$ cat src/rtl/psplit_pkg.sv
package psplit_pkg;

    typedef enum logic [1:0] {
        PS_DO_START    = 2'd0,
        PS_DO_COMPLETE = 2'd1,
        PS_AWAIT_HS    = 2'd2,
        PS_HALTED      = 2'd3
    } ps_state_e;

    localparam logic [2:0] HS_NAK  = 3'd0;
    localparam logic [2:0] HS_ACK  = 3'd1;
    localparam logic [2:0] HS_DATA = 3'd2;
    localparam logic [2:0] HS_ERR  = 3'd3;
    localparam logic [2:0] HS_NYET = 3'd4;

    typedef enum logic [1:0] {
        RSP_RETRY = 2'd0,
        RSP_DONE  = 2'd1,
        RSP_FAIL  = 2'd2
    } rsp_e;

endpackage

$ cat src/rtl/psplit_ubit.sv
// Microframe decode: one-hot current bit, its right-rotated predecessor,
// and the mask of microframes strictly later in the frame.
module psplit_ubit #(
    parameter int UF_N = 8,
    parameter int UF_B = $clog2(UF_N)
) (
    input  logic [UF_B-1:0] uf_idx,
    output logic [UF_N-1:0] ubit,
    output logic [UF_N-1:0] prev_bit,
    output logic [UF_N-1:0] later_mask
);
    logic [UF_N-1:0] shl;

    for (genvar i = 0; i < UF_N; i++) begin : g_bit
        assign ubit[i]     = (uf_idx == UF_B'(i));
        assign prev_bit[i] = ubit[(i + 1) % UF_N];
    end

    assign shl        = {ubit[UF_N-2:0], 1'b0};
    assign later_mask = ~(shl - UF_N'(1));
endmodule

$ cat src/rtl/psplit_tests.sv
// Start-split hit and the three complete-split tests.
module psplit_tests #(
    parameter int UF_N  = 8,
    parameter int TAG_W = 5
) (
    input  logic [UF_N-1:0]  ubit,
    input  logic [UF_N-1:0]  prev_bit,
    input  logic [UF_N-1:0]  later_mask,
    input  logic [UF_N-1:0]  s_mask,
    input  logic [UF_N-1:0]  c_mask,
    input  logic [UF_N-1:0]  c_prog,
    input  logic [TAG_W-1:0] tag_q,
    input  logic [TAG_W-1:0] tag_now,
    output logic             ss_hit,
    output logic             test_a,
    output logic             test_b,
    output logic             test_c,
    output logic             last_cs
);
    assign ss_hit  = |(s_mask & ubit);
    assign test_a  = |(c_mask & ubit);
    assign test_b  = (tag_q == tag_now);
    // a scheduled previous completion must already be recorded
    assign test_c  = ~|(prev_bit & c_mask & ~c_prog);
    assign last_cs = ~|(c_mask & later_mask);
endmodule

$ cat src/rtl/psplit_resp.sv
// Translator handshake classification.
module psplit_resp
    import psplit_pkg::*;
(
    input  logic [2:0] hs_code,
    input  logic       dir_in,
    input  logic       last_cs,
    output rsp_e       rsp
);
    always_comb begin
        rsp = RSP_FAIL;
        unique case (hs_code)
            HS_NAK:  rsp = RSP_RETRY;
            HS_ACK:  rsp = dir_in ? RSP_FAIL : RSP_DONE;
            HS_DATA: rsp = dir_in ? RSP_DONE : RSP_FAIL;
            HS_NYET: rsp = last_cs ? RSP_FAIL : RSP_RETRY;
            default: rsp = RSP_FAIL;
        endcase
    end
endmodule

$ cat src/rtl/psplit_ctrl.sv
module psplit_ctrl
    import psplit_pkg::*;
#(
    parameter int UF_N      = 8,
    parameter int TAG_W     = 5,
    parameter int CERR_W    = 2,
    parameter int CERR_INIT = 3,
    parameter int SB_W      = 12
) (
    input  logic                            clk,
    input  logic                            rst_n,
    input  logic                            visit,
    input  logic [$clog2(UF_N)+TAG_W-1:0]   fr_idx,
    input  logic [UF_N-1:0]                 s_mask,
    input  logic [UF_N-1:0]                 c_mask,
    input  logic                            dir_in,
    input  logic [SB_W-1:0]                 s_bytes_in,
    input  logic                            hs_valid,
    input  logic [2:0]                      hs_code,
    output logic                            ss_go,
    output logic                            cs_go,
    output logic                            split_err,
    output logic                            split_done,
    output logic [TAG_W-1:0]                frame_tag,
    output logic [UF_N-1:0]                 c_prog,
    output logic [CERR_W-1:0]               cerr,
    output logic [SB_W-1:0]                 s_bytes_out
);
    localparam int UF_B    = $clog2(UF_N);
    localparam int TAG_LSB = UF_B;

    ps_state_e       state_q, state_d;
    logic [UF_N-1:0] ubit, prev_bit, later_mask;
    logic [TAG_W-1:0] tag_now;
    logic            ss_hit, test_a, test_b, test_c, last_cs;
    logic            dir_q, last_q;
    rsp_e            rsp;
    logic            ev_ss, ev_cs, ev_terr, ev_hs;

    assign tag_now = fr_idx[TAG_LSB+TAG_W-1:TAG_LSB];

    psplit_ubit #(.UF_N(UF_N), .UF_B(UF_B)) u_ubit (
        .uf_idx     (fr_idx[UF_B-1:0]),
        .ubit       (ubit),
        .prev_bit   (prev_bit),
        .later_mask (later_mask)
    );

    psplit_tests #(.UF_N(UF_N), .TAG_W(TAG_W)) u_tests (
        .ubit       (ubit),
        .prev_bit   (prev_bit),
        .later_mask (later_mask),
        .s_mask     (s_mask),
        .c_mask     (c_mask),
        .c_prog     (c_prog),
        .tag_q      (frame_tag),
        .tag_now    (tag_now),
        .ss_hit     (ss_hit),
        .test_a     (test_a),
        .test_b     (test_b),
        .test_c     (test_c),
        .last_cs    (last_cs)
    );

    psplit_resp u_resp (
        .hs_code (hs_code),
        .dir_in  (dir_q),
        .last_cs (last_q),
        .rsp     (rsp)
    );

    assign ev_ss   = (state_q == PS_DO_START) && visit && ss_hit;
    assign ev_cs   = (state_q == PS_DO_COMPLETE) && visit && test_a && test_b && test_c;
    assign ev_terr = (state_q == PS_DO_COMPLETE) && visit && test_a && !(test_b && test_c);
    assign ev_hs   = (state_q == PS_AWAIT_HS) && hs_valid;

    // next-state logic
    always_comb begin
        state_d = state_q;
        unique case (state_q)
            PS_DO_START: begin
                if (ev_ss) state_d = PS_DO_COMPLETE;
            end
            PS_DO_COMPLETE: begin
                if (ev_cs) state_d = PS_AWAIT_HS;
            end
            PS_AWAIT_HS: begin
                if (hs_valid) begin
                    unique case (rsp)
                        RSP_RETRY: state_d = PS_DO_COMPLETE;
                        RSP_DONE:  state_d = PS_DO_START;
                        RSP_FAIL:  state_d = (cerr == CERR_W'(1)) ? PS_HALTED : PS_DO_START;
                    endcase
                end
            end
            PS_HALTED: state_d = PS_HALTED;
        endcase
    end

    // state register
    always_ff @(posedge clk) begin
        if (!rst_n) state_q <= PS_DO_START;
        else        state_q <= state_d;
    end

    // outputs and tracking fields
    always_ff @(posedge clk) begin
        if (!rst_n) begin
            ss_go       <= 1'b0;
            cs_go       <= 1'b0;
            split_err   <= 1'b0;
            split_done  <= 1'b0;
            frame_tag   <= '0;
            c_prog      <= '0;
            cerr        <= CERR_W'(CERR_INIT);
            s_bytes_out <= '0;
            dir_q       <= 1'b0;
            last_q      <= 1'b0;
        end else begin
            ss_go      <= 1'b0;
            cs_go      <= 1'b0;
            split_err  <= 1'b0;
            split_done <= 1'b0;
            if (ev_ss) begin
                ss_go       <= 1'b1;
                frame_tag   <= tag_now;
                c_prog      <= '0;
                s_bytes_out <= dir_in ? '0 : s_bytes_in;
                dir_q       <= dir_in;
            end
            if (ev_cs) begin
                cs_go  <= 1'b1;
                c_prog <= c_prog | ubit;
                last_q <= last_cs;
            end
            if (ev_terr) split_err <= 1'b1;
            if (ev_hs) begin
                if (rsp == RSP_DONE) split_done <= 1'b1;
                if (rsp == RSP_FAIL) cerr <= cerr - CERR_W'(1);
            end
        end
    end
endmodule

$ cat config.mk
export PLATFORM = sky130hd
export DESIGN_NAME = psplit_ctrl
export DESIGN_NICKNAME = d
export VERILOG_FILES = /design/src/rtl/psplit_pkg.sv /design/src/rtl/psplit_ubit.sv /design/src/rtl/psplit_tests.sv /design/src/rtl/psplit_resp.sv /design/src/rtl/psplit_ctrl.sv
export SDC_FILE = /design/constraint.sdc
export NUM_CORES = 1
export LEC_CHECK = 0
export ABC_AREA = 1
export BUFFER_PORTS_ARGS = -buffer_cell sky130_fd_sc_hd__buf_2
export CELL_PAD_IN_SITES_DETAIL_PLACEMENT = 2
export CELL_PAD_IN_SITES_GLOBAL_PLACEMENT = 2
export CORE_ASPECT_RATIO = 1.75
export CORE_MARGIN = 5
export CORE_UTILIZATION = 24
export CTS_CLUSTER_SIZE = 20
export DETAILED_ROUTE_END_ITERATION = 6
export GPL_TIMING_DRIVEN = 0
export PLACE_DENSITY = 0.84
export SYNTH_ARGS = -nofsm -noshare
export SYNTH_HDL_FRONTEND = slang
export SYNTH_SLANG_ARGS = --single-unit
$ cat constraint.sdc
create_clock -name clk -period 1.5 [get_ports clk]
set_input_delay 0.075 -clock clk [delete_from_list [all_inputs] [get_ports clk]]
set_output_delay 0.075 -clock clk [all_outputs]
set_load 0.02 [all_outputs]
# --- Yosys cells after proc, flatten, opt, wreduce, memory -nomap -nowiden ---
# Index checks and enable logic that the tools add are counted.
totals:
  mem_bits_ro: 0
  output_inout_bits: 31
  n_memories: 0
  wordCells: 82
  register_bits: 35
  ramBits: 0
  inputBits: 44
  latchBits: 0
classes:
  n_eq_ne: 20
  multipliers: 0
  n_addsub: 2
  n_bitwise: 8
  n_mux: 17
  div: 0
  shift: 0
  n_lt_le_gt_ge: 0
  reduce_logical: 24
op_table:
  columns: ["operator", "count"]
  rows:
  - ["bitwise AND 8 bit", 5]
  - ["OR reduction 8 bit", 4]
  - ["2-to-1 mux 8 bit", 2]
  - ["inverter 8 bit", 2]
  - ["one-hot mux 2 bit (4 select lines)", 2]
  - ["equality test 3 bit, second input constant", 5]
  - ["2-to-1 mux 2 bit", 7]
  - ["2-to-1 mux 12 bit", 1]
  - ["equality test 3 x 2 -> 1 bit, second input constant", 3]
  - ["logical AND 1 bit", 9]
  - ["OR 8 bit", 1]
  - ["subtractor 8 x 1 -> 8 bit, second input constant", 1]
  - ["equality test 2 x 1 -> 1 bit, second input constant", 3]
  - ["equality test 2 bit, second input constant", 3]
  - ["equality test 3 x 1 -> 1 bit, second input constant", 2]
  - ["zero test 3 bit", 2]
  - ["inequality test 2 bit, second input constant", 3]
  - ["one-hot mux 2 bit (3 select lines)", 1]
  - ["equality test 5 bit", 1]
  - ["zero test 2 bit", 2]
  - ["2-to-1 mux 1 bit", 4]
  - ["AND reduction 2 bit", 2]
  - ["zero test 1 bit", 3]
  - ["AND reduction 3 bit", 1]
  - ["2 further kinds", 2]

# --- Depth between registers and ports, before layout ---
logic_depth:
  depth_word: 9
  depth_mapped: 12
  ltp_nobuf: 11

# --- Hierarchy ---
# A second synthesis with hierarchy kept.
unflattened:
  cells_unflattened: 309
  hier_area_um2: 1969.4
by_module_without_submodules:
  columns: ["mod", "seq_area_each_um2", "cells_each", "n_inst", "area_per_inst_um2"]
  rows:
  - ["psplit_ctrl", 700.7, 176, 1, 1352.5]
  - ["psplit_tests", 0.0, 75, 1, 311.5]
  - ["psplit_ubit", 0.0, 42, 1, 239.0]
  - ["psplit_resp", 0.0, 16, 1, 66.3]

# --- Least setup slack after synthesis ---
# No wires, ideal clock.
synth_path:
  kind: "register -> register"
  startpoint: "register c_prog[1]"
  endpoint: "register state_q[1]"
  arrival_time_ns: 1.300
  path_stages_with_launch: 11
  path_slack_ns: 0.130
  synth_period_minus_slack_ns: 1.370
  t_required_ns: 1.430
  n_path_buf: 0
  setup_time_ns: 0.070
  path_cell_list: "dfxtp_1 > nor2_1 > nand3_1 > nand2_1 > nor2_1 > nand2_1 > nor2_2 > nand2_2 > nand2_1 > nand3_1 > a21oi_1"
synth_via:
  elab_chain_cells: 7
synth_rtl:
  columns: ["item", "line", "source"]
  rows:
  - ["start: declaration", "psplit_ctrl.sv:25", "output logic [UF_N-1:0] c_prog,"]
  - ["start signal: assignment", "psplit_ctrl.sv:133", "c_prog <= c_prog | ubit;"]
  - ["inverter 8 bit", "psplit_tests.sv:24", "assign test_c = ~|(prev_bit & c_mask & ~c_prog);"]
  - ["bitwise AND 8 bit", "psplit_tests.sv:24", null]
  - ["OR reduction 8 bit", "psplit_tests.sv:24", null]
  - ["zero test 1 bit", "psplit_tests.sv:24", null]
  - ["logical AND 1 bit", "psplit_ctrl.sv:73", "assign ev_cs = (state_q == PS_DO_COMPLETE) && visit && test_a && test_b && test_c;"]
  - ["inequality test 2 bit (no source line)", null, null]
  - ["AND reduction 3 bit (no source line)", null, null]
  - ["end signal: assignment", "psplit_ctrl.sv:103", "else state_q <= state_d;"]
  - ["end: declaration", "psplit_ctrl.sv:32", "ps_state_e state_q, state_d;"]
# Every way passes these cells.
# A chain may end at the register's enable or synchronous reset.

# --- Worst setup path after layout ---
layout_path:
  startpoint: "register state_q[0]"
  endpoint: "register state_q[1]"
layout_via:
  elab_chain_cells: 7
  word_cells_on_any_way: 15
  cone_classes: "eq/ne: 6; mux: 1; reduce/logical: 8"
layout_rtl:
  columns: ["item", "line"]
  rows:
  - ["equality test 2 x 1 -> 1 bit", "psplit_ctrl.sv:73, psplit_ctrl.sv:80"]
  - ["logical AND 1 bit (4 in a row)", "psplit_ctrl.sv:73"]
  - ["inequality test 2 bit (no source line)", null]
  - ["AND reduction 3 bit (no source line)", null]
# Several ways; a longest one is shown, not always the timed one.

==> results by group <==
Outcome
  – Status: completed

Floorplan
  – Chip width: 75.8 um
  – Die Span Y: 125 um
  – Top Ports: 75
  – Initial Util: 0.243
  – Cell Rows: 42
  – Core area: ~7500 um^2
  – Overall die area: roughly 9500 um^2

Synthesis
  – #FFs+latches synth: 35
  – Largest area contributor in the netlist: dfxtp_1
  – Post-synth top area share: 0.386
  – Post-Syn Instances: 268
  – Count leader, synth: nand2_1
  – Cell area after synthesis: 1820 um^2
  – Syn_nets: about 310
  – Synth area leaders: dfxtp_1, nand2_1, nor2_1, a21oi_1, nand3_1
  – Post-synth top cells: nand2_1, nor2_1, dfxtp_1, a21oi_1, nand3_1
  – Number of synthesized flops with an enable pin: 0
  – Main synth FF type: dfxtp_1
  – Seq/Total Area, Yosys: 0.386
  – Asr flop ratio synth: 0
  – Syn_area_per_cell: between 6 and 7 um^2
  – Yosys cell types: 29
  – Syn. warnings: 0

Worst setup path
  – R2R Path End: state_q[1]
  – Cell family with most CP delay: simple AND/OR/NAND/NOR gates
  – Crit. End Element: flop
  – Critical path arrival: 1.61 ns
  – Reg2reg start: state_q[0]
  – CP Buf/Inv Count: 1
  – Crit Path Max Fanout: 10
  – Worst path cell trace: inv_1 > nor2_4 > nand2_1 > a21oi_4 > nand2_4 > nand2_2 > nand3_1 > a21oi_1
  – CP max-delay cell: dfxtp_1
  – CP startpoint kind: flop
  – Worst reg2reg path depth: 8
  – Crit path kind: reg -> reg
  – Reg2reg setup slack: between 0.09 and 0.1 ns
  – Crit-path max cell delay: 0.36 ns
  – WP data required: about 1.7 ns

Clock network
  – CTS tree: yes
  – Clock Latency Late Sink: 0.28 ns
  – Cts bufs inserted: 5
  – Root buf cell: clkbuf_16
  – # H-tree levels: 2
  – CTS max path bufs: 2
  – CTS Sinks: 35
  – Clk slew on worst S/H paths: 0.06 ns

GRT
  – Total grt overflow: 0
  – GRT Util Overall: 0.151
  – Global-route wire length before repair: 10800 um
  – Number of global-route vias before repair: 2235
  – Largest net degree at the start of global routing: 11
  – Antenna violations before repair: 0

STA
  – Final setup vio count: 0
  – Worst-Margin Slew: 0.629 ns
  – Fmax: 0.714 GHz
  – Fin. Hold Viols: 0
  – Fin. max-slew vios: 0
  – Period Utilization, post-route: 0.934
  – RSZ-0062 raised after global routing: true
  – Minimum clock period after layout: 1.40 ns
  – Clk_skew: roughly 0.0069 ns
  – Hold WS: 0.0375 ns
  – Relative slew margins: 0.581

Place
  – # port buffers: 72
  – GPL Wtd Cong: about 0.80
  – Post-DP HPWL: 5550 um

Worst hold path
  – Worst Hold Class: in -> reg
  – Hold endpoint: s_bytes_out[3]
  – HP Start: s_bytes_in[3]
  – Hold-critical path depth: 3

Drt
  – DRC violations left: 0
  – Starting DRT DRC Count: 37
  – Via density: 4.80
  – Drt total wl: 6910 um
  – DRT Pass-1 Iters: 4
  – Vias: 2093
  – ANT nets after route: 0
  – Routed len/inst: 15.9 um

Power
  – VDD IR max: 0.000680 V
  – Leak Pwr: 0.00122 uW
  – Cell Pwr Density: 1140 nW/um^2

Run
  – Max_cap viols: 0

Finish
  – Nets: about 390
  – Ratio of cells with drive above 1 in the final layout: 0.333
  – Layout area overhead: 36.9%
  – Antenna fix cells: 0
  – Fin util: 0.333
==> through the flow <==
stage	setup slack [ns]	TNS [ns]	cell area [um^2]	instances	power, uW
6_report	0.0995	0	2490	436	2840
5_1_grt	-0.0151	-0.0151	2490	436	3010
4_1_cts	0.00861	0	2450	436	2860
3_5_place_dp	-0.249	-4.23	2290	428	1790
3_3_place_gp	-0.155	-3.14	2290	428	1760
2_1_floorplan	0.130	0	1820	268	1530
==> cells in the final DEF (no fill, tap or decap), drive strengths merged <==
master / count
a21oi: 28
nand3b: 1
nand2: 69
nor2: 44
buf: 82
clkbuf: 9
nand3: 20
xnor2: 1
nor3: 3
clkinv: 1
o21ai: 16
o211ai: 1
inv: 21
nand4: 6
ha: 1
or2: 1
o2111ai: 1
dfxtp: 35
xor2: 4
nor3b: 1
a211oi: 3
==> worst max-delay path by stage <==
stage	start	slack, ns	depth (start not counted)	end
after floorplan	c_prog[1]	0.13	10	state_q[1]
after global placement	fr_idx[1]	-0.16	12	s_bytes_out[9]
after detailed placement	fr_idx[1]	-0.25	13	state_q[1]
after CTS	c_prog[5]	0.009	10	state_q[1]
after global routing	state_q[0]	-0.02	8	state_q[1]
final	state_q[0]	0.1	8	state_q[1]
==> worst register-to-register path, stage by stage, from the launching register on <==
cell	delay (ns)
dfxtp_1	0.36
inv_1	0.10
nor2_4	0.12
nand2_1	0.11
a21oi_4	0.19
nand2_4	0.14
nand2_2	0.10
nand3_1	0.07
a21oi_1	0.12
==> cells by family after synthesis <==
group,after synthesis,share of synthesized area
compound gates,49,0.151
simple gates,145,0.344
buf+inv,33,0.0882
fa+ha+maj,1,0.00689
xor+xnor,5,0.0241
flops,35,0.386
==> layer usage <==
layer  share of wire  vias to the layer above  track usage
li1                -                     1028            -
met1            0.35                      999        0.146
met2            0.58                       56        0.287
met3           0.050                       10       0.0337
met4           0.020                        0       0.0566
met5               0                        -            0
==> final cells by class <==
type,instances,area (um^2)
Clock buffer,6,139
Timing Repair Buffer,73,368
Buffer,12,81.3
Tap cell,88,110
Multi-Input combinational cell,200,993
Fill cell,936,4970
Sequential cell,35,712
Clock inverter,1,5.00
Inverter,21,78.8
==> registers in the layout, summed over array words and instances (netlist names), 2 cells and up <==
register,count
state_q,2
s_bytes_out,12
frame_tag,5
cerr,2
c_prog,8
==> power breakdown <==
part           internal (uW)  switching, uW  leakage (uW)
Combinational            267            469      0.000861
Sequential              1000           62.0      0.000288
Clock                    648            393     0.0000727
==> repair_timing <==
action / CTS / global route
hold buffers: 0 / 0
pin swaps: 1 / 3
gates resized for setup: 4 / 15
endpoints found under the setup margin: 5 / 14
endpoints found under the hold margin: 0 / 0
setup buffers: 1 / 0
No activity file was read; power rests on OpenSTA's default activity.
